**config.mk**
```make
export PLATFORM = sky130hd
export DESIGN_NAME = utx_core
export DESIGN_NICKNAME = d
export VERILOG_FILES = /design/src/rtl/utx_pkg.sv /design/src/rtl/utx_bit_timer.sv /design/src/rtl/utx_req_queue.sv /design/src/rtl/utx_shifter.sv /design/src/rtl/utx_core.sv
export SDC_FILE = /design/constraint.sdc
export NUM_CORES = 1
export LEC_CHECK = 0
export ABC_CLOCK_PERIOD_IN_PS = 1560
export BUFFER_PORTS_ARGS = -buffer_cell sky130_fd_sc_hd__buf_2
export CORE_MARGIN = 2
export CORE_UTILIZATION = 51
export CTS_CLUSTER_DIAMETER = 60
export CTS_CLUSTER_SIZE = 20
export DETAILED_ROUTE_END_ITERATION = 16
export PLACE_DENSITY = 0.76
export REMOVE_ABC_BUFFERS = 1
export SLEW_MARGIN = 20
export SYNTH_ARGS = -nofsm -noshare
export SYNTH_HDL_FRONTEND = slang
export SYNTH_SLANG_ARGS = --single-unit
```
**constraint.sdc**
```tcl
create_clock -name clk -period 1.56 [get_ports clk]
set_input_delay 0 -clock clk [delete_from_list [all_inputs] [get_ports clk]]
set_output_delay 0 -clock clk [all_outputs]
set_load 0.01 [all_outputs]
```
**src/rtl/utx_pkg.sv**
```systemverilog
package utx_pkg;

   typedef enum logic [1:0] {
      KIND_DATA  = 2'd0,
      KIND_BREAK = 2'd1,
      KIND_IDLE  = 2'd2,
      KIND_NONE  = 2'd3
   } utx_kind_e;

endpackage

```
**src/rtl/utx_bit_timer.sv**
```systemverilog
module utx_bit_timer #(
   parameter int OVS = 16
) (
   input  logic clk,
   input  logic rst_n,
   input  logic run,
   input  logic restart,
   input  logic tick,
   output logic bit_end
);
   localparam int CW = (OVS > 2) ? $clog2(OVS) : 1;
   localparam bit POW2 = ((OVS & (OVS - 1)) == 0);

   logic [CW-1:0] tcnt;

   generate
      if (POW2) begin : g_wrap
         // power-of-two length: counter wraps by itself
         always_ff @(posedge clk or negedge rst_n) begin
            if (!rst_n)               tcnt <= '0;
            else if (restart || !run) tcnt <= '0;
            else if (tick)            tcnt <= tcnt + 1'b1;
         end
         assign bit_end = run && tick && (&tcnt);
      end else begin : g_cmp
         localparam logic [CW-1:0] LAST = CW'(OVS - 1);
         always_ff @(posedge clk or negedge rst_n) begin
            if (!rst_n)               tcnt <= '0;
            else if (restart || !run) tcnt <= '0;
            else if (tick)            tcnt <= (tcnt == LAST) ? '0 : tcnt + 1'b1;
         end
         assign bit_end = run && tick && (tcnt == LAST);
      end
   endgenerate

endmodule

```
**src/rtl/utx_req_queue.sv**
```systemverilog
module utx_req_queue
   import utx_pkg::*;
#(
   parameter int DW = 9
) (
   input  logic          clk,
   input  logic          rst_n,
   input  logic          ctl_enable,
   input  logic          ctl_break,
   input  logic          wr_valid,
   input  logic [DW-1:0] wr_data,
   input  logic          load_slot,
   output logic          load_go,
   output utx_kind_e     load_kind,
   output logic [DW-1:0] hold_data,
   output logic          buf_empty,
   output logic          pend_brk,
   output logic          pend_idle
);
   logic en_q, brk_prev, hold_full;
   logic en_rise, brk_rise, data_rdy;

   assign en_rise  = ctl_enable && !en_q;
   assign brk_rise = ctl_break && !brk_prev;
   assign data_rdy = hold_full && ctl_enable;

   // fixed order: data, then break, then idle
   always_comb begin
      if (data_rdy)       load_kind = KIND_DATA;
      else if (pend_brk)  load_kind = KIND_BREAK;
      else if (pend_idle) load_kind = KIND_IDLE;
      else                load_kind = KIND_NONE;
   end

   assign load_go   = load_slot && (load_kind != KIND_NONE);
   assign buf_empty = !hold_full;

   always_ff @(posedge clk or negedge rst_n) begin
      if (!rst_n) begin
         en_q     <= 1'b0;
         brk_prev <= 1'b0;
      end else begin
         en_q     <= ctl_enable;
         brk_prev <= ctl_break;
      end
   end

   always_ff @(posedge clk or negedge rst_n) begin
      if (!rst_n) begin
         hold_full <= 1'b0;
         hold_data <= '0;
      end else if (wr_valid) begin
         hold_full <= 1'b1;
         hold_data <= wr_data;
      end else if (load_go && load_kind == KIND_DATA) begin
         hold_full <= 1'b0;
      end
   end

   // break re-arms itself if the control level is still high at load
   always_ff @(posedge clk or negedge rst_n) begin
      if (!rst_n)                                    pend_brk <= 1'b0;
      else if (load_go && load_kind == KIND_BREAK)   pend_brk <= ctl_break;
      else if (brk_rise)                             pend_brk <= 1'b1;
   end

   always_ff @(posedge clk or negedge rst_n) begin
      if (!rst_n)                                    pend_idle <= 1'b0;
      else if (load_go && load_kind == KIND_IDLE)    pend_idle <= en_rise;
      else if (en_rise)                              pend_idle <= 1'b1;
   end

endmodule

```
**src/rtl/utx_shifter.sv**
```systemverilog
module utx_shifter
   import utx_pkg::*;
#(
   parameter int BASE_BITS = 8
) (
   input  logic               clk,
   input  logic               rst_n,
   input  logic               load_go,
   input  utx_kind_e          load_kind,
   input  logic               nine,
   input  logic [BASE_BITS:0] data,
   input  logic               bit_end,
   output logic               busy,
   output logic               char_end,
   output logic               line
);
   localparam int FW = BASE_BITS + 3;
   localparam int LW = $clog2(FW + 1);

   logic [FW-1:0] frm_data, frame, sr;
   logic [LW-1:0] bits_left, frame_len;

   // data frame: start, data LSB first, optional ninth bit, stop
   generate
      for (genvar gi = 0; gi < FW; gi++) begin : g_frm
         if (gi == 0) begin : g_start
            assign frm_data[gi] = 1'b0;
         end else if (gi <= BASE_BITS) begin : g_dat
            assign frm_data[gi] = data[gi-1];
         end else if (gi == BASE_BITS + 1) begin : g_opt
            assign frm_data[gi] = nine ? data[BASE_BITS] : 1'b1;
         end else begin : g_stop
            assign frm_data[gi] = 1'b1;
         end
      end
   endgenerate

   always_comb begin
      case (load_kind)
         KIND_DATA:  frame = frm_data;
         KIND_BREAK: frame = '0;
         default:    frame = '1;
      endcase
   end

   assign frame_len = nine ? LW'(FW) : LW'(FW - 1);
   assign char_end  = bit_end && (bits_left == LW'(1));
   assign line      = busy ? sr[0] : 1'b1;

   always_ff @(posedge clk or negedge rst_n) begin
      if (!rst_n) begin
         sr        <= '1;
         bits_left <= '0;
         busy      <= 1'b0;
      end else if (load_go) begin
         sr        <= frame;
         bits_left <= frame_len;
         busy      <= 1'b1;
      end else if (bit_end) begin
         sr        <= {1'b1, sr[FW-1:1]};
         bits_left <= bits_left - 1'b1;
         if (bits_left == LW'(1)) busy <= 1'b0;
      end
   end

endmodule

```
**src/rtl/utx_core.sv**
```systemverilog
module utx_core
   import utx_pkg::*;
#(
   parameter int OVS       = 16,
   parameter int BASE_BITS = 8
) (
   input  logic               clk,
   input  logic               rst_n,
   input  logic               ctl_enable,
   input  logic               ctl_break,
   input  logic               ctl_nine,
   input  logic               wr_valid,
   input  logic [BASE_BITS:0] wr_data,
   input  logic               baud_tick,
   output logic               buf_empty,
   output logic               tx_done,
   output logic               tx_line,
   output logic               line_own
);
   localparam int DW = BASE_BITS + 1;

   generate
      if (OVS < 2) begin : g_bad_ovs
         $error("utx_core: OVS must be at least 2");
      end
      if (BASE_BITS < 5 || BASE_BITS > 16) begin : g_bad_bits
         $error("utx_core: BASE_BITS must lie in 5..16");
      end
   endgenerate

   logic          busy, char_end, bit_end, load_slot, load_go;
   logic          pend_brk, pend_idle;
   utx_kind_e     load_kind;
   logic [DW-1:0] hold_data;

   assign load_slot = baud_tick && (!busy || char_end);

   utx_req_queue #(.DW(DW)) u_queue (
      .clk        (clk),
      .rst_n      (rst_n),
      .ctl_enable (ctl_enable),
      .ctl_break  (ctl_break),
      .wr_valid   (wr_valid),
      .wr_data    (wr_data),
      .load_slot  (load_slot),
      .load_go    (load_go),
      .load_kind  (load_kind),
      .hold_data  (hold_data),
      .buf_empty  (buf_empty),
      .pend_brk   (pend_brk),
      .pend_idle  (pend_idle)
   );

   utx_bit_timer #(.OVS(OVS)) u_timer (
      .clk     (clk),
      .rst_n   (rst_n),
      .run     (busy),
      .restart (load_go),
      .tick    (baud_tick),
      .bit_end (bit_end)
   );

   utx_shifter #(.BASE_BITS(BASE_BITS)) u_shift (
      .clk       (clk),
      .rst_n     (rst_n),
      .load_go   (load_go),
      .load_kind (load_kind),
      .nine      (ctl_nine),
      .data      (hold_data),
      .bit_end   (bit_end),
      .busy      (busy),
      .char_end  (char_end),
      .line      (tx_line)
   );

   always_ff @(posedge clk or negedge rst_n) begin
      if (!rst_n)        tx_done <= 1'b1;
      else if (wr_valid) tx_done <= 1'b0;
      else if (load_go)  tx_done <= 1'b0;
      else if (char_end) tx_done <= 1'b1;
   end

   assign line_own = ctl_enable || busy || pend_brk || pend_idle;

endmodule

```
# == Word level (Yosys, flattened, before mapping) ==
# Index checks and enable logic that the tools add are counted.
# op_classes
mux,25
n_addsub,2
n_eq_ne,4
n_reduce_logical,30
# ops
op,count
$mux W11,2
$pmux W11 S2,1
$mux W1,16
$mux W4,4
$reduce_bool A2 Y1,6
$logic_and A1 B1 Y1,11
$logic_or A1 B1 Y1,5
$add A4 B1 Y4 const B,1
$eq A4 B1 Y1 const B,1
$logic_not A1 Y1,4
$mux W2,2
$reduce_and A4 Y1,1
$sub A4 B1 Y4 const B,1
$reduce_bool A3 Y1,1
$eq A2 B1 Y1 const B,1
$eq A2 B2 Y1 const B,1
$logic_not A2 Y1,1
$ne A2 B2 Y1 const B,1
$reduce_and A2 Y1,1
# word_totals
out_inout_bits,4
input_bits,16
word_cells,72
regBits,35

# == Longest topological paths before layout ==
# depth
word_depth,9
ltp_mapped,7
mapped_depth_nobuf,6

# == Hierarchy ==
# From an unflattened synthesis, not the netlist that was laid out.
# unflattened
cells_unflattened,152
area_unflattened_um2,1714.1
# modules_own_cells
mod,area_per_inst_um2,seq_area_each_um2,n_inst,cells_each
utx_shifter,894.6,414.1,1,86
utx_req_queue,548.0,350.3,1,39
utx_bit_timer,217.7,100.1,1,21
utx_core,53.8,26.3,1,6

# == Least setup slack after synthesis ==
# OpenSTA, ideal clock, no wires.
# synth_path
path_kind,reg2reg
from,register u_timer.tcnt[0]
to,register u_shift.sr[3]
setup_time_ns,0.083
path_stages_with_launch,8
setup_slack_ns,-0.012
period_less_slack_ns,1.572
arrival_ns,1.489
path_cell_list,dfrtp_1 ha_1 and4_1 buf_6 nand2_2 buf_2 mux2i_1 mux2i_1
# synth_via
elab_chain_len,7
word_cells_on_any_way,8
# synth_lines
item,line_no,source
from (decl),utx_bit_timer.sv:14,logic [CW-1:0] tcnt;
from (signal assigned),utx_bit_timer.sv:22,else if (tick) tcnt <= tcnt + 1'b1;
$reduce_and A4 Y1 (*),utx_bit_timer.sv:24,assign bit_end = run && tick && (&tcnt);
$logic_and A1 B1 Y1 (*),utx_bit_timer.sv:24,
$logic_and A1 B1 Y1,utx_shifter.sv:47,assign char_end = bit_end && (bits_left == LW'(1));
$logic_or A1 B1 Y1,utx_core.sv:36,assign load_slot = baud_tick && (!busy || char_end);
$logic_and A1 B1 Y1,utx_core.sv:36,
$logic_and A1 B1 Y1,utx_req_queue.sv:35,assign load_go = load_slot && (load_kind != KIND_NONE);
$mux W11 / $reduce_bool A2 Y1 (equally long branches),n/a,
to (signal assigned),utx_shifter.sv:56,sr <= frame;
to (signal assigned),utx_shifter.sv:60,"sr <= {1'b1, sr[FW-1:1]};"
to (decl),utx_shifter.sv:20,"logic [FW-1:0] frm_data, frame, sr;"
# Mark *: on every way between the ends. The rest lies on a longest branch, timed or not.
# A chain may end at the register's enable or synchronous reset.

# == Worst setup path after layout ==
# layout_path
from,register u_timer.tcnt[1]
to,register u_shift.bits_left[0]
# layout_via
elab_chain_len,7
word_cells_on_any_way,8
# layout_lines
item,line_no,source
$reduce_and A4 Y1 (*),utx_bit_timer.sv:24,
$logic_and A1 B1 Y1 (*),utx_bit_timer.sv:24,
$logic_and A1 B1 Y1,utx_shifter.sv:47,
$logic_or A1 B1 Y1,utx_core.sv:36,
$logic_and A1 B1 Y1,utx_core.sv:36,
$logic_and A1 B1 Y1,utx_req_queue.sv:35,
$mux W4 / $reduce_bool A2 Y1 (equally long branches),n/a,
to (signal assigned),utx_shifter.sv:57,bits_left <= frame_len;
to (signal assigned),utx_shifter.sv:61,bits_left <= bits_left - 1'b1;
to (decl),utx_shifter.sv:21,"logic [LW-1:0] bits_left, frame_len;"
# Marked as above.

==> run summary <==
## Outcome
* **result of the run** finished with violations
* **violated checks** negative setup slack

## Worst hold path
* **Hold Path Class** input port to async pin

## Worst setup path
* **class of the most critical setup path** flip-flop to flip-flop
* **count of buffering cells on the critical path with inverters included** 1
* **Critical Path End Type** flip-flop
* **Worst EP arrival** 1.89 ns
* **CP max-delay cell** sky130_fd_sc_hd__dfrtp_1
* **Crit path required time** 1.80 ns
* **delay of the slowest critical-path stage** 0.38 ns
* **family with the most delay on the worst path** flip-flops
* **list of cells traversed by the critical path** ha_1, and4_1, buf_4, nand2_4, a21o_4, mux2_4
* **startpoint kind of the worst setup timing path** flip-flop
* **maximum fanout along the worst path** 7

## Route
* **detailed router's first-iteration violation count** 47
* **post-detailed-routing wire length** 3820 um
* **drt pass-1 iters** 4
* **Avg WL per Cell** 15.1 um
* **number of vias per cell after detailed routing** 5.30
* **total number of vias** 1341
* **antenna-violating nets left** 0
* **DRC viols** 0

## Cells and area
* **fraction of layout cells with a size suffix above 1** 0.421
* **Layout Cell Area excl Fill** 2340 um2
* **# diodes** 0
* **Finished Layout Cells** 253
* **share of the core filled with cells** 0.754
* **Area Growth Syn to Fin** 39.0%
* **Nets** 227

## Die
* **die outline area** 3780 um2
* **initial cell density of the core** 0.542
* **io pins** 20
* **Placement Rows** 20
* **Die X-Extent** 61.4 um
* **overall die height** 61.4 um
* **core area** 3100 um2

## STA
* **peak clock frequency supported by timing** 0.605 GHz
* **clock skew after layout** 0.00705 ns
* **number of setup violations in the final report** 14
* **share of the clock period used by the worst path** 1.06
* **RSZ-0062 raised after global routing** true
* **worst slew pin tran** 0.753 ns
* **Final Worst Setup Slack** -0.0922 ns
* **min Tclk post-route** 1.65 ns
* **setup total negative slack** -0.524 ns
* **final hold violation count** 0
* **tightest slew margin relative to the limit** 0.498
* **final count of pins violating max slew** 0

## Clocking
* **buffers from clock root to sink, at most** 2
* **number of buffers inserted during clock tree synthesis** 5
* **Root Buffer Master** sky130_fd_sc_hd__clkbuf_4
* **clk sink count** 35
* **clock latency reported for the late side of the worst-skew pair** 0.35 ns
* **H-tree levels** 2
* **clock transition time at the flip-flop clock pins of the worst setup and hold paths** 0.11 ns
* **CTS tree** done

## Pwr
* **power density cells** 1270 nW/um2
* **leakage component of the power** 1.14 nW
* **Peak supply drop** 885 uV

## Placement
* **placer's final routability congestion estimate** 0.831
* **pre-CTS setup slack** -0.128 ns
* **instance area at placement** 1950 um2
* **quantity of I/O buffers inserted on ports** 19
* **HPWL Detailed** 2360 um
* **number of cells after detailed placement** 222

## Global route
* **global routing usage on met2** 0.363
* **busiest metal layer after global routing** met2
* **largest net degree at the start of global routing** 36
* **met1 capacity usage during global routing** 0.260
* **met3 track demand over resource** 0.0588
* **Congestion Overflow GR** 0
* **total routing resource utilization after global routing** 0.215
* **wire length of the first global-routing pass** 5720 um
* **number of global-route vias before repair** 1291
* **number of antenna violations at the first check in global routing** 0

## Synth
* **most used flip-flop cell after synthesis** sky130_fd_sc_hd__dfrtp_1
* **number of flip-flops and latches in the synthesized netlist** 35
* **Avg Cell Area, Syn** 11.4 um2
* **cell count after synthesis** 147
* **Yosys cell types** 38
* **netlist area before placement** 1680 um2
* **number of flops mapped to enable cells by yosys** 0
* **number of warnings issued by yosys** 0
* **proportion of register bits with asynchronous set or reset after synthesis** 1.00
* **Seq/Total Area, Yosys** 0.529

## Job
* **max-capacitance violation count** 0

-- layer usage --
metal  part of all wire  vias to the layer above
met1               0.43                      659
met3              0.032                       10
li1                   -                      642
met2               0.52                       30
met5                  0                        -
met4              0.023                        0
-- synthesized netlist by cell type (all sizes together) (4+ instances only) --
cell | number | area, um2
a21oi | 12 | 60.1
dfstp | 12 | 315
nand2 | 13 | 58.8
nand3 | 7 | 35.0
mux2 | 10 | 113
dfrtp | 23 | 576
clkbuf | 4 | 15.0
mux2i | 15 | 150
o21ai | 6 | 30.0
inv | 5 | 18.8
-- sequential cells by signal, summed over array words and instances, names as in the netlist --
signal	cells
u_queue.en_q	1
u_shift.busy	1
tx_done	1
u_queue.pend_idle	1
u_queue.pend_brk	1
u_queue.brk_prev	1
u_shift.sr	11
u_shift.bits_left	4
u_queue.hold_data	9
u_queue.hold_full	1
u_timer.tcnt	4
-- through the flow --
stage / hold WS [ns] / power (mW)
6_report: 0.239 / 2.97
5_1_grt: 0.315 / 3.11
4_1_cts: 0.0101 / 2.81
3_5_place_dp: 0.111 / 2.07
3_3_place_gp: 0.0999 / 2.02
2_1_floorplan: -0.296 / 1.79
-- power by group --
group | leakage, nW | internal [mW] | switching (mW)
Combinational | 0.703 | 0.485 | 0.345
Clock | 0.0489 | 0.387 | 0.330
Sequential | 0.384 | 1.25 | 0.176
-- worst paths after layout --
kind	to	start	cells after the start	slack [ns]
setup / recovery	u_shift.bits_left[0]	u_timer.tcnt[1]	6	-0.09
hold / removal	u_timer.tcnt[2]	rst_n	2	0.24
setup reg to reg	u_shift.bits_left[0]	u_timer.tcnt[1]	6	-0.09
hold reg to reg	u_queue.pend_idle	u_queue.en_q	1	0.42
max in group asynchronous	u_shift.bits_left[1]	rst_n	2	0.84
min in group clk	u_queue.brk_prev	ctl_break	2	0.33
-- layout by cell type, fill, tap and decap left out, types with 2 or more instances in the layout --
master                           n
sky130_fd_sc_hd__ha_1            2
sky130_fd_sc_hd__dlygate4sd3_1  15
sky130_fd_sc_hd__inv_1           4
sky130_fd_sc_hd__mux2i_1        15
sky130_fd_sc_hd__xnor2_1         3
sky130_fd_sc_hd__dfrtp_1        23
sky130_fd_sc_hd__a21oi_1        10
sky130_fd_sc_hd__dfstp_2        12
sky130_fd_sc_hd__clkbuf_4        5
sky130_fd_sc_hd__nand2b_1        3
sky130_fd_sc_hd__buf_4          22
sky130_fd_sc_hd__nand3_1         7
sky130_fd_sc_hd__buf_6           2
sky130_fd_sc_hd__and3_1          2
sky130_fd_sc_hd__o31ai_2         3
sky130_fd_sc_hd__nor2_1          3
sky130_fd_sc_hd__buf_2          19
sky130_fd_sc_hd__buf_12          2
sky130_fd_sc_hd__o21ai_1         3
sky130_fd_sc_hd__xor2_1          2
sky130_fd_sc_hd__o21ai_0         3
sky130_fd_sc_hd__mux2_2          9
sky130_fd_sc_hd__nand2_1        11
-- worst register-to-register path, stage by stage (launching register included) --
cell,delay (ns)
sky130_fd_sc_hd__dfrtp_1,0.38
sky130_fd_sc_hd__ha_1,0.18
sky130_fd_sc_hd__and4_1,0.19
sky130_fd_sc_hd__buf_4,0.19
sky130_fd_sc_hd__nand2_4,0.07
sky130_fd_sc_hd__a21o_4,0.24
sky130_fd_sc_hd__mux2_4,0.31
-- kinds of logic after synthesis --
| group | count (synthesis) | share of synthesized area |
|---|---|---|
| xor+xnor | 5 | 0.0260 |
| simple gates | 39 | 0.129 |
| fa+ha+maj | 3 | 0.0223 |
| flops | 35 | 0.529 |
| mux | 25 | 0.156 |
| compound gates | 28 | 0.101 |
| buf+inv | 12 | 0.0364 |
-- area by class of cell --
cell class,count,area (um2)
clock inverter,2,38.8
timing repair buffer,61,488
inverter,5,18.8
fill,217,764
multi-input combinational,100,796
tap,44,55.1
sequential,35,891
clock buffer,6,51.3
-- timing repair --
item | in CTS | in global routing
endpoints found under the hold margin | 39 | 1
endpoints found under the setup margin | 15 | 21
cloned | 0 | 0
pin swaps | 1 | 3
hold buffers | 14 | 1
buffers inserted | 1 | 7
resized for setup | 4 | 16
Note: power is estimated with default switching activity, not from simulation.
